==> src/rtl/dual_pio.sv <==
module dual_pio #(
  parameter int NGRP = 2
) (
  input  logic              clk,
  input  logic              rst_n,
  input  logic              bus_wr,
  input  logic [3:0]        bus_addr,
  input  logic [7:0]        bus_wdata,
  output logic [7:0]        bus_rdata,
  input  logic [NGRP*24-1:0] pin_in,
  output logic [NGRP*24-1:0] pin_out,
  output logic [NGRP*24-1:0] pin_oe
);
  localparam int SLOTS = 4;

  logic [31:0] grp_rd [SLOTS];

  for (genvar g = 0; g < SLOTS; g++) begin : g_grp
    if (g < NGRP) begin : g_live
      logic [7:0] lat_a, lat_b, lat_c;
      logic       in_a, in_b, in_ch, in_cl;
      logic [23:0] oe, lat, mix;
      wire hit = bus_wr && (bus_addr[3:2] == 2'(g));

      always_ff @(posedge clk) begin
        if (!rst_n) begin
          lat_a <= '0; lat_b <= '0; lat_c <= '0;
          in_a  <= 1'b0; in_b <= 1'b0; in_ch <= 1'b0; in_cl <= 1'b0;
        end else if (hit) begin
          case (bus_addr[1:0])
            2'd0: lat_a <= bus_wdata;
            2'd1: lat_b <= bus_wdata;
            2'd2: lat_c <= bus_wdata;
            default: if (bus_wdata[7]) begin
              in_a  <= bus_wdata[4];
              in_ch <= bus_wdata[3];
              in_b  <= bus_wdata[1];
              in_cl <= bus_wdata[0];
            end
          endcase
        end
      end

      assign lat = {lat_c, lat_b, lat_a};
      assign oe  = {{4{~in_ch}}, {4{~in_cl}}, {8{~in_b}}, {8{~in_a}}};
      assign mix = (lat & oe) | (pin_in[g*24 +: 24] & ~oe);

      assign pin_out[g*24 +: 24] = lat;
      assign pin_oe[g*24 +: 24]  = oe;
      assign grp_rd[g] = {1'b1, 2'b00, in_a, in_ch, 1'b0, in_b, in_cl, mix};
    end else begin : g_none
      assign grp_rd[g] = '0;
    end
  end

  assign bus_rdata = grp_rd[bus_addr[3:2]][8*bus_addr[1:0] +: 8];
endmodule

==> config.mk <==
export PLATFORM = sky130hd
export DESIGN_NAME = dual_pio
export DESIGN_NICKNAME = d
export VERILOG_FILES = /design/src/rtl/dual_pio.sv
export SDC_FILE = /design/constraint.sdc
export NUM_CORES = 1
export LEC_CHECK = 0
export BUFFER_PORTS_ARGS = -buffer_cell sky130_fd_sc_hd__buf_2
export CORE_MARGIN = 2
export CORE_UTILIZATION = 51
export CTS_CLUSTER_SIZE = 40
export DETAILED_ROUTE_END_ITERATION = 10
export HOLD_SLACK_MARGIN = 0.06
export PLACE_DENSITY = 0.87
export SYNTH_ARGS = -nofsm -noshare
export SYNTH_HDL_FRONTEND = slang
export SYNTH_SLANG_ARGS = --single-unit
==> constraint.sdc <==
create_clock -name clk -period 2.4 [get_ports clk]
set_clock_uncertainty 0.05 [all_clocks]
set_input_delay 0.24 -clock clk [delete_from_list [all_inputs] [get_ports clk]]
set_output_delay 0.24 -clock clk [all_outputs]
set_load 0.02 [all_outputs]
Word-level counts from Yosys, hierarchy flattened
Cells that the tools add are included.
Cells by class
  magnitude comparators: 1
  equal/unequal tests: 3
  shifts and indexed selects: 1
  multiplexer cells: 3
  bitwise gates (word level): 18
  reductions and logical operators: 13
Operators by type and width (count)
  24-bit AND: 4
  32-bit binary-select mux with 2-bit select: 1
  32-bit two-way mux: 2
  24-bit NOT: 2
  24-bit OR: 2
  32-bit by 6-bit indexed part select with 8-bit output: 1
  2-bit AND reduction: 6
  1-bit NOT: 9
  3-bit AND reduction: 2
  2-bit by 1-bit == test with 1-bit output, second input constant: 2
  2-bit zero test: 2
  3-bit greater-or-equal comparator, second input constant: 1
  2-bit NOT with 3-bit output: 1
  3-bit OR reduction: 1
  2-bit == test, second input constant: 1
  1-bit logical AND: 2
Storage, ports and cells
  register bits: 56
  input bits: 63
  output and inout port bits: 104
  logic and storage cells: 53

Longest topological paths before layout
Gate-level depths: netlist of run 1.
  depth in word-level cells: 8
  mapped depth: 6
  depth with buffers taken out: 4

Least setup slack after synthesis of run 1
Ideal clock, no wire load.
  path kind: input-to-output
  start: in bus_addr[2]
  end: out bus_rdata[2]
  arrival time: 1.782 ns
  data required time: 2.110 ns
  slack: 0.328 ns
  stages on the path: 5
  path buffers: 2
  cell sequence: buf_6 inv_1 clkbuf_1 mux4_2 o21ai_0
On the way
  longest elaborated chain between the ends: 5
Ends and longest elaborated chain
  from (decl): line 7  | input logic [3:0] bus_addr,
  2-bit NOT with 3-bit output (not written as such): line 56  | assign bus_rdata = grp_rd[bus_addr[3:2]][8*bus_addr[1:0] +: 8];
  32-bit binary-select mux with 2-bit select: line 56
  32-bit two-way mux (not written as such) (2 in a row): line 56
  32-bit by 6-bit indexed part select with 8-bit output: line 56
  to (decl): line 9  | output logic [7:0] bus_rdata,
Every way passes these cells. The select of a mux whose other input is x is not followed.

Final worst setup path of run 1
  start: reg g_grp[1].g_live.in_ch
  end: out bus_rdata[6]
On the way
  longest elaborated chain between the ends: 8
  elaborated cells on any way between the ends: 9
  those cells by class: 1 x shift; 3 x mux; 5 x bitwise
Ends and longest elaborated chain
  from (decl): line 21  | logic in_a, in_b, in_ch, in_cl;
  from (signal assigned): line 36  | in_ch <= bus_wdata[3];
  1-bit NOT *: line 45  | assign oe = {{4{~in_ch}}, {4{~in_cl}}, {8{~in_b}}, {8{~in_a}}};
  24-bit NOT: line 46  | assign mix = (lat & oe) | (pin_in[g*24 +: 24] & ~oe);
  24-bit AND: line 46
  24-bit OR *: line 46
  32-bit binary-select mux with 2-bit select *: line 56
  32-bit two-way mux (not written as such) * (2 in a row): line 56
  32-bit by 6-bit indexed part select with 8-bit output *: line 56
Every way passes the cells marked *; elsewhere a longest branch is shown, timed or not. The select of a mux whose other input is x is not followed.

==> results of run 1 <==
power breakdown:
group	total [W]	leakage, nW	internal [W]	switching (W)
clock	0.000625	0.0552	0.000311	0.000315
sequential	0.000951	0.452	0.000940	0.0000109
combinational	0.000269	1.30	0.000110	0.000159
total	0.00185	1.80	0.00136	0.000485
logic make-up (layout without fill, tap and decap cells):
group           after synthesis  count (layout)  synth area share
simple gates                103             103            0.1588
flops                        56              56            0.3213
compound gates               55              55            0.1043
mux                          94              94            0.2811
buf+inv                      79             191            0.1345
worst max-delay path, cell delays in order (launching register included):
cell and delay, ns:
dfxtp_1 0.59, mux2i_1 0.15, mux4_2 0.47, o21ai_0 0.26
buf_2 0.22
through the flow:
stage                     total power [W]  hold WS, ns  worst slack (ns)    util
after floorplan                  0.001127       0.3349            0.3278       -
after global placement           0.001233       0.4357            0.5064  0.6020
final                            0.001846       0.2056            0.1099  0.6181
after global routing             0.001899       0.2124           0.05382  0.6181
after detailed placement         0.001237       0.4495            0.4398  0.6020
after CTS                        0.001842       0.1990            0.1624  0.6181
area by class of cell:
class	count	area [µm²]
Tap cell	80	100.1
Timing Repair Buffer	174	890.9
Clock buffer	6	72.57
Inverter	9	33.78
Multi-Input combinational cell	252	1899
Clock inverter	2	35.03
Fill cell	584	2566
Sequential cell	56	1121
registers in the layout (all words and copies together), names as in the netlist:
name	flops
g_grp.g_live.lat_a	16
g_grp.g_live.lat_b	16
g_grp.g_live.lat_c	16
g_grp.g_live.in_a	2
g_grp.g_live.in_b	2
g_grp.g_live.in_ch	2
g_grp.g_live.in_cl	2
path summary, 6_finish.rpt:
check | start | endpoint | slack (ns)
min | bus_wdata[2] | g_grp[0].g_live.lat_b[2] | 0.21
min reg2reg | g_grp[0].g_live.lat_b[7] | g_grp[0].g_live.lat_b[7] | 0.47
max | g_grp[1].g_live.in_ch | bus_rdata[6] | 0.11
max reg2reg | g_grp[1].g_live.in_b | g_grp[1].g_live.in_b | 1.21
metal layers:
| metal | share of wire | up-vias |
|---|---|---|
| li1 | - | 1513 |
| met1 | 0.38 | 1520 |
| met2 | 0.48 | 211 |
| met3 | 0.10 | 34 |
| met4 | 0.032 | 0 |
| met5 | 0 | - |
cell usage in the layout, fill, tap and decap left out, drive strengths merged, types with 4 or more instances in the layout:
| cell | instances |
|---|---|
| a31oi | 4 |
| nand2 | 32 |
| nor2b | 42 |
| o211ai | 5 |
| nor2 | 7 |
| a21boi | 16 |
| o21ai | 19 |
| a22oi | 4 |
| buf | 174 |
| dfxtp | 56 |
| nand3 | 9 |
| mux2i | 89 |
| clkbuf | 6 |
| inv | 9 |
synth_stat cells, drive strengths merged:
cell / instances
a21boi: 16
a21oi: 1
a22oi: 4
a311oi: 2
a31o: 2
a31oi: 4
a32oi: 1
and3: 2
and4: 1
buf: 49
clkbuf: 21
dfxtp: 56
inv: 9
mux2: 2
mux2i: 89
mux4: 3
nand2: 32
nand2b: 1
nand3: 9
nand3b: 2
nand4: 1
nor2: 7
nor2b: 42
nor3: 2
o211ai: 5
o21ai: 19
o31ai: 1
or2: 2
or3: 1
or3b: 1
==> impl_metrics.ini, run 1 <==
[run_status]
status = completed

[cts]
cts_hold_buf = 0
h-tree-depth = 2
cts_buffers = 5
clock_sinks = 56
clock_latency_ns = 0.31
cts_tree = built
cts.clk_slew.worst_paths_ns = 0.10
root_buffer = clkbuf_8
cts_setup_buffers = 0
cts_resized = 0
clock_path_buffers = 2

[cells_and_area]
drive_above_1_share = 0.3828
antennaDiodeCount = 0
instances_no_fill = 579
syn_to_final_growth_pct = 19.00
finalInstanceArea_um2 = 4153
nets = 561

[power_and_ir_drop]
max-vdd-ir-drop_v = 0.0002623
powerDensity_nw_per_um2 = 444.4
p_leak_nw = 1.804

[placement]
place.gp.congestion = 0.9251
io_buffers = 166
dpl.hpwl_mm = 8.057
dpl-instance-area_um2 = 4045
dp.cells = 571

[die]
die-area_um2 = 7520
coreArea_um2 = 6719
fp.dieW_um = 86.72
fp.dieH_um = 86.72
io_pins = 167
rows = 30
start_util = 0.5194

[synth]
syn_area_um2 = 3490
syn_inst = 387
yosys.area.top_type = dfxtp_1
syn_avg_cell_area_um2 = 9.017
synth_seq_cells = 56
ys_warn_count = 0
synth_top_area_frac = 0.3213
syn-num-nets = 450
ys_seq_area_frac = 0.3213
ys_top_cells_by_area = dfxtp_1 32%, mux2i_1 26%, buf_4 8.6%
yosys.cell_types.count = 35

[timing]
setup_viol = 0
period_needed_ns = 2.290
hold_viol = 0
fin_crit_sh = 0.9542
rsz0062_at_grt = no
finalSetupTns_ns = 0
drv_slew = 0
fmax_ghz = 0.4367
slew_headroom = 0.4767
worst_pin_slew_ns = 0.7850

[global_routing]
gr-total-overflow = 0
use_met3 = 0.07619
grt_pass1_wl_mm = 15.69
antenna_found_initial = 0
grt.total_usage = 0.2735
met2_usage = 0.4503
grt_max_degree = 57
grt_pass1_vias = 3084
grt.met1_usage = 0.3396
grt_most_used_layer = met2

[routing]
dr_total_vias = 3278
wl_per_cell_um = 18.05
drc_errors = 0
drt_iter0_drc = 267
antenna_left = 0
wl_mm = 10.45
dr.pass1.iters = 5
avgViaCountPerCell = 5.661

[worst_setup_path]
crit_required_ns = 2.11
crit_type = flop to output pin
reg2reg_depth = 2
critical_path_arrival_ns = 2.00
critPathMaxFanout = 7
endpoint_kind = output pin
startpoint_type = flop

[hold_path]
hp-class = input pin to flop
holdPathStages = 3

[run]
maxCapViolCount = 0
(Power assumes the default switching activity.)
==> run 2, diff against run 1 <==
==> constraint.sdc (replaced) <==
create_clock -name clk -period 2.4 [get_ports clk]
set_clock_uncertainty 0.05 [all_clocks]
set_input_delay 0.48 -clock clk [delete_from_list [all_inputs] [get_ports clk]]
set_output_delay 0.48 -clock clk [all_outputs]
set_load 0.02 [all_outputs]
==> impl_metrics.ini, run 2 (synthesis results as in run 1) <==
[run_status]
status = completed

[global_routing]
grt_max_degree = 57
grt_pass1_vias = 3154
grt_pass1_wl_mm = 16.01
gr-total-overflow = 0
grt.total_usage = 0.2767
antenna_found_initial = 0

[worst_setup_path]
rr_startpoint = g_grp[1].g_live.in_b
ff2ff_setup_slack_ns = 1.45
crit_required_ns = 1.87
endpoint_kind = output pin
critical_path_arrival_ns = 1.78
crit_type = flop to output pin
r2r-end = g_grp[1].g_live.in_b
critPathMaxFanout = 7
startpoint_type = flop
reg2reg_depth = 2

[placement]
dpl.hpwl_mm = 8.142
place.gp.congestion = 0.9427
dpl-instance-area_um2 = 4105
io_buffers = 166
dp_worst_setup_slack_ns = 0.1926

[routing]
wl_per_cell_um = 18.46
antenna_left = 0
drt_iter0_drc = 437
avgViaCountPerCell = 5.697
drc_errors = 0
dr.pass1.iters = 4
wl_mm = 10.78
dr_total_vias = 3327

[power_and_ir_drop]
p_comb_frac = 0.162
seqPwrFrac = 0.556
p_switching_w = 0.0004656
p_sw_frac = 0.2722
power.internal_w = 0.001245
p_leak_nw = 1.824
max-vdd-ir-drop_v = 0.0002419
powerDensity_nw_per_um2 = 409.0
clkPwrFrac = 0.283

[timing]
rsz0062_at_grt = no
drv_slew = 0
setup_viol = 0
worst_pin_slew_ns = 0.8278
fin_crit_sh = 0.9617
fmax_ghz = 0.4333
period_needed_ns = 2.308
slew_headroom = 0.4481
finalWorstSetupSlack_ns = 0.09204
hold_viol = 0
finalSetupTns_ns = 0

[cts]
clock_latency_ns = 0.30
clock_path_buffers = 2
h-tree-depth = 2
cts.clk_slew.worst_paths_ns = 0.10
cts_tree = built
root_buffer = clkbuf_8
cts_buffers = 5
clock_sinks = 56
cts_hold_buf = 0

[cells_and_area]
final_common_cell = buf_2
nets = 569
top_regs = g_grp.g_live.lat_a (16), g_grp.g_live.lat_b (16), g_grp.g_live.lat_c (16)
antennaDiodeCount = 0
finalInstanceArea_um2 = 4182
final_cell_mix = 166 x buf_2, 89 x mux2i_1, 50 x dfxtp_1
drive_above_1_share = 0.4028
syn_to_final_growth_pct = 19.83

[die]
die-area_um2 = 7520
coreArea_um2 = 6719
start_util = 0.5194
io_pins = 167
rows = 30
fp.dieW_um = 86.72
fp.dieH_um = 86.72

[run]
maxCapViolCount = 0

[hold_path]
min-delay-start = g_grp[0].g_live.lat_b[1]
min_to = g_grp[0].g_live.lat_b[1]
holdPathStages = 2
hp-class = flop to flop
run 2: timing repair:
item,in CTS,in global routing
pin swaps,0,0
setup endpoints to repair,6,3
setup buffers,0,0
gates resized for setup,3,3
run 2: critical path, cell delays in order (launching register included):
cell	delay [ns]
dfxtp_1	0.53
mux2i_1	0.28
mux2i_1	0.11
a32oi_1	0.26
o31ai_1	0.11
buf_2	0.17
run 2: per-layer routing:
metal  wire length, µm  global-route usage  vias to the layer above  part of all wire
li1                  -                   -                     1528                 -
met5                 0                   0                        -                 0
met1              4226              0.3331                     1574              0.39
met2              5352              0.4713                      201              0.50
met4               231              0.1037                        0             0.021
met3               972             0.07429                       24             0.090
run 2: power groups by stage:
stage	Combinational [W]	Clock, W	Sequential [W]
final	0.000276	0.000484	0.000950
after floorplan	0.000147	0	0.000981
after CTS	0.000274	0.000486	0.000950
after global placement	0.000268	0	0.000971
after detailed placement	0.000272	0	0.000972
after global routing	0.000294	0.000517	0.000952
run 2: per-stage QoR:
stage | hold slack [ns] | utilization | std cells | total power [W]
2_1_floorplan | 0.5168 | - | 387 | 0.001128
3_3_place_gp | 0.4358 | 0.6110 | 579 | 0.001240
3_5_place_dp | 0.4425 | 0.6110 | 579 | 0.001244
4_1_cts | 0.4540 | 0.6218 | 584 | 0.001710
5_1_grt | 0.4712 | 0.6223 | 584 | 0.001763
6_report | 0.4549 | 0.6223 | 584 | 0.001710
run 2: cell type report:
class                      instances  area, µm²
fill                             585       2537
multi-input combinational        252       1899
sequential                        56       1129
timing repair buffer             182      950.9
tap                               80      100.1
clock buffer                       5      68.82
inverter                           9      33.78
run 2: worst max path at each step:
| stage | start | end | slack, ns | depth (start not counted) |
|---|---|---|---|---|
| after floorplan | bus_addr[1] | bus_rdata[4] | 0.10 | 5 |
| after global placement | bus_addr[1] | bus_rdata[3] | 0.22 | 6 |
| after detailed placement | bus_addr[1] | bus_rdata[3] | 0.19 | 6 |
| after CTS | g_grp[1].g_live.in_ch | bus_rdata[5] | 0.02 | 4 |
| after global routing | g_grp[0].g_live.in_ch | bus_rdata[5] | 0.02 | 4 |
| final | g_grp[1].g_live.in_b | bus_rdata[4] | 0.09 | 5 |
==> run 3, diff against run 2 <==
Settings changed: BUFFER_PORTS_ARGS -buffer_cell sky130_fd_sc_hd__buf_2 to -buffer_cell sky130_fd_sc_hd__buf_4.
==> impl_metrics.ini, run 3 (synthesis results as in run 1) <==
[worst_setup_path]
critical_path_arrival_ns = 1.75
reg2reg_depth = 2
startpoint_type = flop
slowest_delay_ns = 0.48
cp_top_family = multiplexers
cp_slowest_cell = dfxtp_2
critPathMaxFanout = 7
rr_startpoint = g_grp[1].g_live.in_b
ff2ff_setup_slack_ns = 1.49
crit_required_ns = 1.87
endpoint_kind = output pin
critPathBufInv = 1
cp_num_cells = 4
crit_type = flop to output pin
worstPathCellList = mux2i_1 > mux4_2 > o21ai_1 > buf_4
r2r-end = g_grp[1].g_live.in_b

[cells_and_area]
top_regs = g_grp.g_live.lat_a (16), g_grp.g_live.lat_b (16), g_grp.g_live.lat_c (16)
finalInstanceArea_um2 = 4596
final_common_cell = buf_4
antennaDiodeCount = 0
syn_to_final_growth_pct = 31.70
nets = 568
multi_input_area_um2 = 1902
drive_above_1_share = 0.4056
final_cell_mix = 181 x buf_4, 89 x mux2i_1, 49 x dfxtp_1
regArea_um2 = 1132
fillerInstances = 540

[cts]
cts_buffers = 5
clock_latency_ns = 0.30
cts_hold_buf = 0
clock_path_buffers = 2
cts_tree = built
cts.clk_slew.worst_paths_ns = 0.09
cts_setup_buffers = 0
clock_sinks = 56
h-tree-depth = 2
root_buffer = clkbuf_8

[die]
die-area_um2 = 7520
fp.dieH_um = 86.72
io_pins = 167
start_util = 0.5194
fp.dieW_um = 86.72
rows = 30
coreArea_um2 = 6719

[routing]
drc_errors = 0
wl_per_cell_um = 18.87
avgViaCountPerCell = 5.782
dr_total_vias = 3371
dr.pass1.iters = 6
drt_iter0_drc = 406
antenna_left = 0
wl_mm = 11.00

[power_and_ir_drop]
powerDensity_nw_per_um2 = 378.5
total_power_w = 0.001739
max-vdd-ir-drop_v = 0.0002619
p_leak_nw = 1.960

[hold_path]
min_to = g_grp[0].g_live.lat_b[5]
holdPathStages = 3
hp-class = input pin to flop
min-delay-start = bus_wdata[5]

[timing]
finalSetupTns_ns = 0
worst_pin_slew_ns = 0.5695
setup_viol = 0
drv_slew = 0
fin_crit_sh = 0.9520
slew_headroom = 0.6203
rsz0062_at_grt = no
fmax_ghz = 0.4377
period_needed_ns = 2.285
hold_viol = 0

[global_routing]
antenna_found_initial = 0
grt_pass1_vias = 3100
grt_pass1_wl_mm = 16.13
grt_max_degree = 57
gr-total-overflow = 0
grt.total_usage = 0.2820

[placement]
dpl-instance-area_um2 = 4513
dpl.hpwl_mm = 8.305
io_buffers = 166
place.gp.congestion = 0.9689

[run_status]
status = completed

[run]
maxCapViolCount = 0
## run 3: cell types whose count changed in the layout (fill, tap and decap cells not counted), sizes merged
cell / before / now
buf: 182 / 181
## run 3: worst max-delay path by stage
| stage | endpoint | slack (ns) | startpoint |
|---|---|---|---|
| finish | bus_rdata[5] | 0.12 | g_grp[0].g_live.in_ch |
| global route | bus_rdata[1] | 0.03 | g_grp[0].g_live.in_a |
| CTS | bus_rdata[2] | 0.006 | g_grp[0].g_live.in_cl |
| detailed placement | bus_rdata[5] | 0.15 | bus_addr[2] |
| global placement | bus_rdata[5] | 0.17 | bus_addr[2] |
| floorplan | bus_rdata[4] | 0.10 | bus_addr[1] |
## run 3: per-stage QoR
step                std cells  utilization  worst slack, ns  hold slack (ns)
floorplan                 387            -           0.1001           0.5168
global placement          578       0.6717           0.1653           0.4327
detailed placement        578       0.6717           0.1512           0.4465
CTS                       583       0.6823         0.005570           0.4205
global route              583       0.6840          0.03486           0.4224
finish                    583       0.6840           0.1153           0.4210
## run 3: where the power goes
part           leakage, nW  switching (W)  internal (W)
Combinational         1.47       0.000163      0.000153
Sequential           0.456      0.0000111      0.000939
Clock               0.0359       0.000284      0.000189
Total                 1.96       0.000458       0.00128
## run 3: timing repair
item,CTS,global route
pin swaps,0,0
resized for setup,2,7
endpoints found under the setup margin,7,8
## run 3: metal layers
metal / routed length [µm] / GRT usage / vias to the layer above
li1: - / - / 1527
met1: 4276 / 0.3578 / 1599
met2: 5420 / 0.4748 / 209
met3: 942 / 0.05905 / 36
met4: 362 / 0.09801 / 0
met5: 0 / 0 / -
## run 3: final cells by class
type,count,area share
multi-input combinational,252,0.4138
timing repair buffer,181,0.2957
sequential,56,0.2464
tap,80,0.02178
clock buffer,5,0.01497
inverter,9,0.007351
## run 3: worst reg2reg max path: cells and delay by family (launching register included)
kind | cells | cell delay, ns
AOI/OAI and AO/OA | 2 | 0.33
DFF | 1 | 0.45
